## config.mk

```make
export PLATFORM = sky130hd
export DESIGN_NAME = dram_refresh_sched
export DESIGN_NICKNAME = d
export VERILOG_FILES = /design/src/rtl/dram_refresh_sched.sv
export SDC_FILE = /design/constraint.sdc
export NUM_CORES = 1
export LEC_CHECK = 0
export CAP_MARGIN = 20
export CORE_MARGIN = 1.5
export CORE_UTILIZATION = 30
export CTS_CLUSTER_DIAMETER = 30
export DETAILED_ROUTE_END_ITERATION = 6
export DONT_BUFFER_PORTS = 1
export GPL_ROUTABILITY_DRIVEN = 0
export SYNTH_ARGS = -nofsm -noshare
export SYNTH_HDL_FRONTEND = slang
export SYNTH_SLANG_ARGS = --single-unit
export TNS_END_PERCENT = 20
```

## constraint.sdc

```tcl
create_clock -name clk -period 3.6 [get_ports clk]
set_input_delay 0 -clock clk [delete_from_list [all_inputs] [get_ports clk]]
set_output_delay 0 -clock clk [all_outputs]
set_load 0.01 [all_outputs]
```

## src/rtl/dram_refresh_sched.sv

```systemverilog
module dram_refresh_sched #(
  parameter int INTERVAL = 1040,
  parameter int TRFC     = 10,
  parameter int XSA      = 10,
  parameter int XSR      = 200,
  parameter int MAX_OWED = 8
) (
  input  logic clk,
  input  logic rst_n,
  input  logic bank_idle,
  input  logic ref_grant,
  input  logic sr_enter,
  input  logic sr_exit,
  output logic ref_req,
  output logic ref_urgent,
  output logic [$clog2(MAX_OWED+1)-1:0] owed_cnt,
  output logic recovering,
  output logic in_selfref,
  output logic act_ready,
  output logic rd_ready
);
  localparam int OW   = $clog2(MAX_OWED + 1);
  localparam int IW   = $clog2(INTERVAL);
  localparam int RW   = $clog2(TRFC + 1);
  localparam int XMAX = (XSA > XSR) ? XSA : XSR;
  localparam int XW   = $clog2(XMAX + 1);

  logic [IW-1:0] phase;
  logic [RW-1:0] rfc_left;
  logic [XW-1:0] act_left, rd_left;
  logic tick, take, sr_go, sr_done;

  assign tick       = !in_selfref && (phase == IW'(INTERVAL - 1));
  assign recovering = (rfc_left != '0);
  assign ref_req    = (owed_cnt != '0) && !in_selfref && !recovering;
  assign ref_urgent = (owed_cnt == OW'(MAX_OWED));
  assign take       = ref_req && ref_grant && bank_idle;
  assign sr_go      = sr_enter && !in_selfref && bank_idle && !recovering && !take;
  assign sr_done    = sr_exit && in_selfref;
  assign act_ready  = !in_selfref && (act_left == '0);
  assign rd_ready   = !in_selfref && (rd_left == '0);

  always_ff @(posedge clk) begin
    if (!rst_n) begin
      phase      <= '0;
      owed_cnt   <= '0;
      rfc_left   <= '0;
      in_selfref <= 1'b0;
      act_left   <= '0;
      rd_left    <= '0;
    end else begin
      if (tick)             phase <= '0;
      else if (!in_selfref) phase <= phase + 1'b1;

      if (in_selfref || sr_go)                 owed_cnt <= '0;
      else if (tick && !take && !ref_urgent)   owed_cnt <= owed_cnt + 1'b1;
      else if (!tick && take)                  owed_cnt <= owed_cnt - 1'b1;

      if (take)                  rfc_left <= RW'(TRFC);
      else if (rfc_left != '0)   rfc_left <= rfc_left - 1'b1;

      if (sr_go)        in_selfref <= 1'b1;
      else if (sr_done) in_selfref <= 1'b0;

      if (sr_done)               act_left <= XW'(XSA);
      else if (act_left != '0)   act_left <= act_left - 1'b1;

      if (sr_done)               rd_left <= XW'(XSR);
      else if (rd_left != '0)    rd_left <= rd_left - 1'b1;
    end
  end
endmodule

```

# Word level (Yosys, flattened, before mapping)
# Index checks and enable logic that the tools add are counted.
dict set report classes {
  add_sub_neg 6
  eq_ne 2
  mux 10
  bitwise 1
  n_reduce_logical 36
}
# operator count
set op_table {}
lappend op_table {{4-bit two-way mux} 6}
lappend op_table {{8-bit zero test} 2}
lappend op_table {{8-bit two-way mux} 2}
lappend op_table {{8-bit nonzero test} 2}
lappend op_table {{8-bit by 1-bit subtractor with 8-bit output (second input constant)} 2}
lappend op_table {{1-bit logical AND} 15}
lappend op_table {{11-bit by 1-bit adder with 11-bit output (second input constant)} 1}
lappend op_table {{11-bit == test (second input constant)} 1}
lappend op_table {{2-bit nonzero test} 5}
lappend op_table {{4-bit nonzero test} 2}
lappend op_table {{2-bit OR reduction} 4}
lappend op_table {{4-bit by 1-bit subtractor with 4-bit output (second input constant)} 2}
lappend op_table {{1-bit zero test} 5}
lappend op_table {{4-bit by 1-bit adder with 4-bit output (second input constant)} 1}
lappend op_table {{4-bit == test (second input constant)} 1}
lappend op_table {{1-bit two-way mux} 2}
lappend op_table {{1-bit logical OR} 1}
lappend op_table {{1-bit inverter} 1}
dict set report totals {
  register_bits 36
  in_bits 6
  elab_cells 64
}

# Logic depth before layout (Yosys ltp)
# Gate-level depths: netlist (run 1).
dict set report depth {
  depth_word 9
  mapped_depth 10
}

# Worst setup path after synthesis (run 1)
# No wires, ideal clock.
dict set report synth_timing {
  kind {reg2reg}
  start {reg phase[6]}
  end {reg owed_cnt[3]}
  t_arrival_ns 2.783
  required_ns 3.522
  slack_ns 0.739
  stages_incl_launch_ff 10
  n_path_buf 0
  path_cell_list {dfxtp_1 -> or4_4 -> or3_4 -> or4_1 -> ha_1 -> a21oi_1 -> nand2_1 -> and3_2 -> o21a_1 -> nor3_1}
}
dict set report synth_via {
  elab_chain_len 5
  word_cells_on_any_way 8
  cone_classes {eq/ne: 1; mux: 1; reduce/logical: 6}
}
# item line
set synth_rtl {}
lappend synth_rtl {{start: declaration} 28} ;# logic [IW-1:0] phase;
lappend synth_rtl {{start signal: assignment} 53} ;# else if (!in_selfref) phase <= phase + 1'b1;
lappend synth_rtl {{11-bit == test *} 33} ;# assign tick = !in_selfref && (phase == IW'(INTERVAL - 1));
lappend synth_rtl {{1-bit logical AND *} 33}
lappend synth_rtl {{1-bit logical AND or 1-bit zero test (tied branches)} {56, 57}}
lappend synth_rtl {{1-bit logical AND, on equally long branches} {56, 57}}
lappend synth_rtl {{4-bit two-way mux or 2-bit nonzero test (tied branches)} --}
lappend synth_rtl {{end signal: assignment} 56} ;# else if (tick && !take && !ref_urgent) owed_cnt <= owed_cnt + 1'b1;
lappend synth_rtl {{end signal: assignment} 57} ;# else if (!tick && take) owed_cnt <= owed_cnt - 1'b1;
lappend synth_rtl {{end: declaration} 16} ;# output logic [$clog2(MAX_OWED+1)-1:0] owed_cnt,
# Every way passes the cells marked *; elsewhere a longest branch is shown, timed or not.
# A chain may end at the register's enable or synchronous reset.

# Worst setup path after layout (run 1)
# Ends and elaborated chain as after synthesis.

==> impl_metrics.tcl, run 1 <==
set metrics [dict create \
    core-area_um2 5574 \
    worstPathRequired_ps 3810 \
    maxCapViolCount 0 \
    grt_pass1_vias 1258 \
    netlist_instances 193 \
    synth_top_area_frac 0.4103 \
    io_buffers 0 \
    routed_wl_mm 3.148 \
    reg2reg_slack_ps 620 \
    fin_crit_ps 2980 \
    rsz0062_at_grt "no" \
    synth_common_cells "dfxtp_1 (36), nor2_1 (32), xor2_1 (13), nand2_1 (11), xnor2_1 (10)" \
    critPathLaunch "phase[6]$_SDFFE_PP0N_" \
    fin_crit_sh 0.8277 \
    ys_seq_area_frac 0.4103 \
    r2r-start "phase[6]$_SDFFE_PP0N_" \
    p_leak_nw 0.7905 \
    final.setup.tns_ps 0 \
    syn-cell-area_um2 1757 \
    grt_remaining_overflow 0 \
    fillers 581 \
    grt_max_degree 13 \
    synth_area_leader_cell "dfxtp_1" \
    dr.pass1.iters 4 \
    ys_types 42 \
    hold_viol 0 \
    num-nets-final 215 \
    drt-initial-drc-count 37 \
    finalWorstSetupSlack_ps 620.3 \
    syn-num-nets 206 \
    cts_tree "yes" \
    io_pins 16 \
    vdd_drop_max_mv 0.2322 \
    clock_sinks 36 \
    via_per_inst 4.724 \
    hold_depth 2 \
    cts_made_buffers 5 \
    ctsResizeCount 0 \
    rr_worst_depth 9 \
    hp-start "sr_exit" \
    synth-async-reset-ratio 0 \
    ctsHtreeMaxLevel 2 \
    areaGrowthSynthToFinish_pct 12.25 \
    num_rows 27 \
    diodes 0 \
    dp_hpwl_mm 2.358 \
    yosys_warnings 0 \
    setup_viol 0 \
    synth_area_leaders "dfxtp_1 (41%), nor2_1 (6.8%), xor2_1 (6.5%), xnor2_1 (5.0%), ha_1 (4.3%)" \
    clock_path_buffers 2 \
    worstPathArrival_ps 3190 \
    endpoint_kind "flop" \
    skew_ps 6.675 \
    crit_fanout 4 \
    synth_edf_count 0 \
    drive_above_1_share 0.1084 \
    crit_end "owed_cnt[3]$_SDFFE_PP0P_" \
    synth_most_common_cell "dfxtp_1" \
    timing.rr.end "owed_cnt[3]$_SDFFE_PP0P_" \
    post-cts-setup-buffers 0 \
    root_buffer "clkbuf_8" \
    insertion_delay_ps 290 \
    wl_per_cell_um 11.45 \
    synth_seq_cells 36 \
    power_density_nw_per_um2 688.1 \
    outcome "finished, final reports clean" \
    clk_pin_slew_worst_paths_ps 70 \
    slew_violations 0 \
    die_area_um2 6323 \
    grtUsageTotal 0.1125 \
    slew_headroom 0.6525 \
    initial_utilization 0.3152 \
    pre_cts_ws_ps 621.5 \
    synth_area_per_cell_um2 9.102 \
    ys.flop_type "dfxtp_1" \
    grt_pass1_wl_mm 5.533 \
    timing.fmax_mhz 335.6 \
    chipWidth_um 79.52 \
    die_height_um 79.52 \
    cts_hold_buffers 3 \
    ant_nets 0 \
    criticalPathCategory "flop to flop" \
    drc 0 \
    antenna_found_initial 0 \
    routed-via-count 1299 \
    tightest_slew_ps 514.0 \
    hold_class "primary input to flop" \
    startpoint_type "flop" \
]
-- cell families (layout without fill, tap and decap cells) --
kind of cell / count (synthesis) / count (layout) / synth area share
flip-flops: 36 / 36 / 0.4103
AND/OR/NAND/NOR: 90 / 90 / 0.2927
adder cells (fa/ha/maj): 7 / 7 / 0.05413
XOR/XNOR: 23 / 23 / 0.1147
AO/OA/AOI/OAI: 22 / 22 / 0.08120
multiplexers: 4 / 4 / 0.02279
buffers and inverters: 11 / 21 / 0.02422
-- worst max-delay path, cell delays in order (launching register included) --
cell,delay [ps]
dfxtp_1,330
or4_4,540
or3_4,380
or4_1,580
ha_1,350
a21oi_1,140
nand2_1,80
nor3b_1,250
nor3_1,90
nor3_1,160
-- routing by layer --
metal  wire length (um)  up-vias  track usage
met2               1355       24       0.1712
met5                  0        -            0
met4                 38        0      0.05263
met1               1597      580       0.1424
met3                157        5      0.03771
li1                   -      690            -
-- state kept, by name, indices dropped and copies added, names as in the netlist --
| signal | cells |
|---|---|
| phase | 11 |
| rd_left | 8 |
| in_selfref | 1 |
| owed_cnt | 4 |
| act_left | 8 |
| rfc_left | 4 |
-- through the flow --
step / area, um2 / hold slack, ps / power (W) / std cells / util
finish: 1972 / 44.86 / 0.001357 / 275 / 0.3538
global route: 1972 / 52.08 / 0.001476 / 275 / 0.3538
CTS: 1972 / 28.00 / 0.001374 / 275 / 0.3538
detailed placement: 1849 / 127.4 / 0.001069 / 264 / 0.3318
global placement: 1849 / 121.6 / 0.001063 / 264 / 0.3318
floorplan: 1757 / 163.5 / 0.0009906 / 193 / -
-- cell usage in the layout (no fill, tap or decap), types with 3 or more instances in the layout --
cell,instances
o21ai_0,4
nor2_1,32
nand4_1,3
dlygate4sd3_1,3
xnor2_1,10
ha_1,6
dfxtp_1,36
a21oi_1,7
xor2_1,13
nor3_1,4
mux2i_1,4
nand2b_1,6
nand2_1,11
and3_2,3
or3_1,3
nand3_1,6
clkbuf_8,6
inv_1,8
-- layout make-up --
type / instances / area (um2) / share of cell area
multi-input cells: 146 / 993.5 / 0.5038
inverters: 8 / 30.03 / 0.01523
repair buffers: 5 / 45.04 / 0.02284
flip-flops and latches: 36 / 720.7 / 0.3655
clock inverters: 2 / 10.01 / 0.005076
clock buffers: 6 / 82.58 / 0.04188
well taps: 72 / 90.09 / 0.04569
-- worst min path at each step --
stage / to / slack (ps)
2_1_floorplan: rd_left[0]$_SDFFE_PP0P_ / 160
3_3_place_gp: rfc_left[1]$_SDFFE_PN0P_ / 120
3_5_place_dp: rfc_left[1]$_SDFFE_PN0P_ / 130
4_1_cts: act_left[3]$_SDFFE_PN0P_ / 30
5_1_grt: act_left[3]$_SDFFE_PN0P_ / 50
6_report: act_left[3]$_SDFFE_PN0P_ / 40
-- power by group --
group / switching, W / internal (W) / leakage (nW)
Clock: 0.000139 / 0.000153 / 0.0510
Combinational: 0.000262 / 0.000230 / 0.445
Sequential: 0.0000815 / 0.000492 / 0.294
Total: 0.000483 / 0.000874 / 0.791
No activity file was read; power rests on OpenSTA's default activity.
==> inputs of run 2 (changes only) <==
clock period = 2.5 ns   (was 3.6 ns; I/O delays follow)
==> impl_metrics.tcl, run 2 (synthesized netlist as in run 1, its figures left out) <==
set metrics [dict create \
    outcome "complete, but fails checks" \
    violations "negative setup slack" \
    dp_hpwl_mm 2.612 \
    routed_wl_mm 3.651 \
    final_cell_mix "dfxtp_1 (35), nor2_1 (32), buf_4 (19)" \
    tightest_slew_ps 495.5 \
    ctsHtreeMaxLevel 2 \
    post-cts-setup-buffers 0 \
    clock_path_buffers 2 \
    fin_crit_ps 2703 \
    timing.fmax_mhz 369.9 \
    clk_pin_slew_worst_paths_ps 80 \
    setup_viol 2 \
    grt_remaining_overflow 0 \
    hp-start "sr_exit" \
    use_met1 0.1648 \
    reg2reg_slack_ps -200 \
    startpoint_type "flop" \
    cts_made_buffers 5 \
    num-nets-final 243 \
    io_buffers 0 \
    p_leak_nw 0.9390 \
    grt_pass1_vias 1456 \
    antenna_found_initial 0 \
    drt-initial-drc-count 38 \
    path_cells "or4_4 > or3_4 > or4_4 > ha_4 > a21oi_2 > nand2_1 > and3_4 > o21a_1 > nor3_1" \
    root_buffer "clkbuf_8" \
    grtUsageTotal 0.1308 \
    chipWidth_um 79.52 \
    layout_commonest_cell "dfxtp_1" \
    cts_tree "yes" \
    hold_class "primary input to flop" \
    ant_nets 0 \
    grt_pass1_wl_mm 6.423 \
    rsz0062_at_grt "yes" \
    hold_viol 0 \
    slowest_stage "or4_4" \
    wl_per_cell_um 12.05 \
    num_rows 27 \
    fillers 584 \
    finalWorstSetupSlack_ps -203.3 \
    areaGrowthSynthToFinish_pct 27.49 \
    crit_family "simple AND/OR/NAND/NOR gates" \
    criticalPathCategory "flop to flop" \
    p_total_w 0.002050 \
    critPathBufInv 0 \
    die_area_um2 6323 \
    clock_sinks 36 \
    largest_register_ffs 11 \
    min_to "act_left[3]$_SDFFE_PN0P_" \
    power_density_nw_per_um2 915.5 \
    crit_fanout 3 \
    vdd_drop_max_mv 0.3584 \
    drc 0 \
    busiest_layer "met2" \
    drive_above_1_share 0.1948 \
    core-area_um2 5574 \
    top_regs "phase x11, act_left x8, rd_left x8" \
    endpoint_kind "flop" \
    max_flop_register "phase" \
    die_height_um 79.52 \
    max_stage_delay_ps 530 \
    hold_depth 2 \
    routed-via-count 1434 \
    slew_headroom 0.6650 \
    rr_worst_depth 9 \
    initial_utilization 0.3152 \
    via_per_inst 4.733 \
    grt.met2_usage 0.2051 \
    io_pins 16 \
    maxCapViolCount 0 \
    cpMostUsedCell "or4_4" \
    grt_use_met3 0.03771 \
    diodes 0 \
    worstPathArrival_ps 2920 \
    r2r-start "phase[9]$_SDFFE_PP0N_" \
    insertion_delay_ps 290 \
    slew_violations 0 \
    holdWs_ps 57.32 \
    grt_max_degree 13 \
    worstPathRequired_ps 2720 \
    final.setup.tns_ps -267.9 \
    dr.pass1.iters 4 \
    pre_cts_ws_ps -190.2 \
    fin_crit_sh 1.081 \
    finalNonFillerCells 303 \
    dp.cells 281 \
    skew_ps 7.358 \
    timing.rr.end "owed_cnt[3]$_SDFFE_PP0P_" \
]
[run 2: layer usage]
layer	share of wire	wire length [um]	vias to the layer above
met5	0	0	-
met4	0.011	40	0
met3	0.042	154	4
met2	0.46	1673	19
met1	0.49	1782	667
li1	-	-	744
[run 2: worst max path at each step]
stage | from | to | slack [ps] | cells after the start
floorplan | phase[9]$_SDFFE_PP0N_ | owed_cnt[3]$_SDFFE_PP0P_ | -150 | 9
global placement | phase[9]$_SDFFE_PP0N_ | owed_cnt[3]$_SDFFE_PP0P_ | -160 | 9
detailed placement | phase[9]$_SDFFE_PP0N_ | owed_cnt[3]$_SDFFE_PP0P_ | -190 | 9
CTS | phase[9]$_SDFFE_PP0N_ | owed_cnt[3]$_SDFFE_PP0P_ | -220 | 9
global route | phase[9]$_SDFFE_PP0N_ | owed_cnt[3]$_SDFFE_PP0P_ | -310 | 9
finish | phase[9]$_SDFFE_PP0N_ | owed_cnt[3]$_SDFFE_PP0P_ | -200 | 9
[run 2: power by group]
group          internal (W)  total (W)  leakage (nW)  switching, W
combinational      0.000412   0.000809         0.596      0.000397
sequential         0.000708   0.000824         0.295      0.000116
clock              0.000194   0.000417        0.0479      0.000223
[run 2: metrics by stage]
step,util,cell area [um2]
after floorplan,-,1787
final,0.4018,2240
after CTS,0.4009,2235
after detailed placement,0.3600,2007
after global placement,0.3600,2007
after global routing,0.4018,2240
[run 2: timing repair]
action                                  4_1_cts  5_1_grt
endpoints found under the setup margin        3        4
resized for setup                             0        1
hold buffers                                 14        0
hold endpoints to repair                     36        0
[run 2: area by class of cell]
cell class                      count  area [um2]  area share
Inverter                            8       30.03     0.01341
Clock inverter                      3       18.77    0.008380
Timing Repair Buffer               33       282.8      0.1263
Clock buffer                        5       68.82     0.03073
Tap cell                           72       90.09     0.04022
Multi-Input combinational cell    146        1027      0.4587
Sequential cell                    36       721.9      0.3223
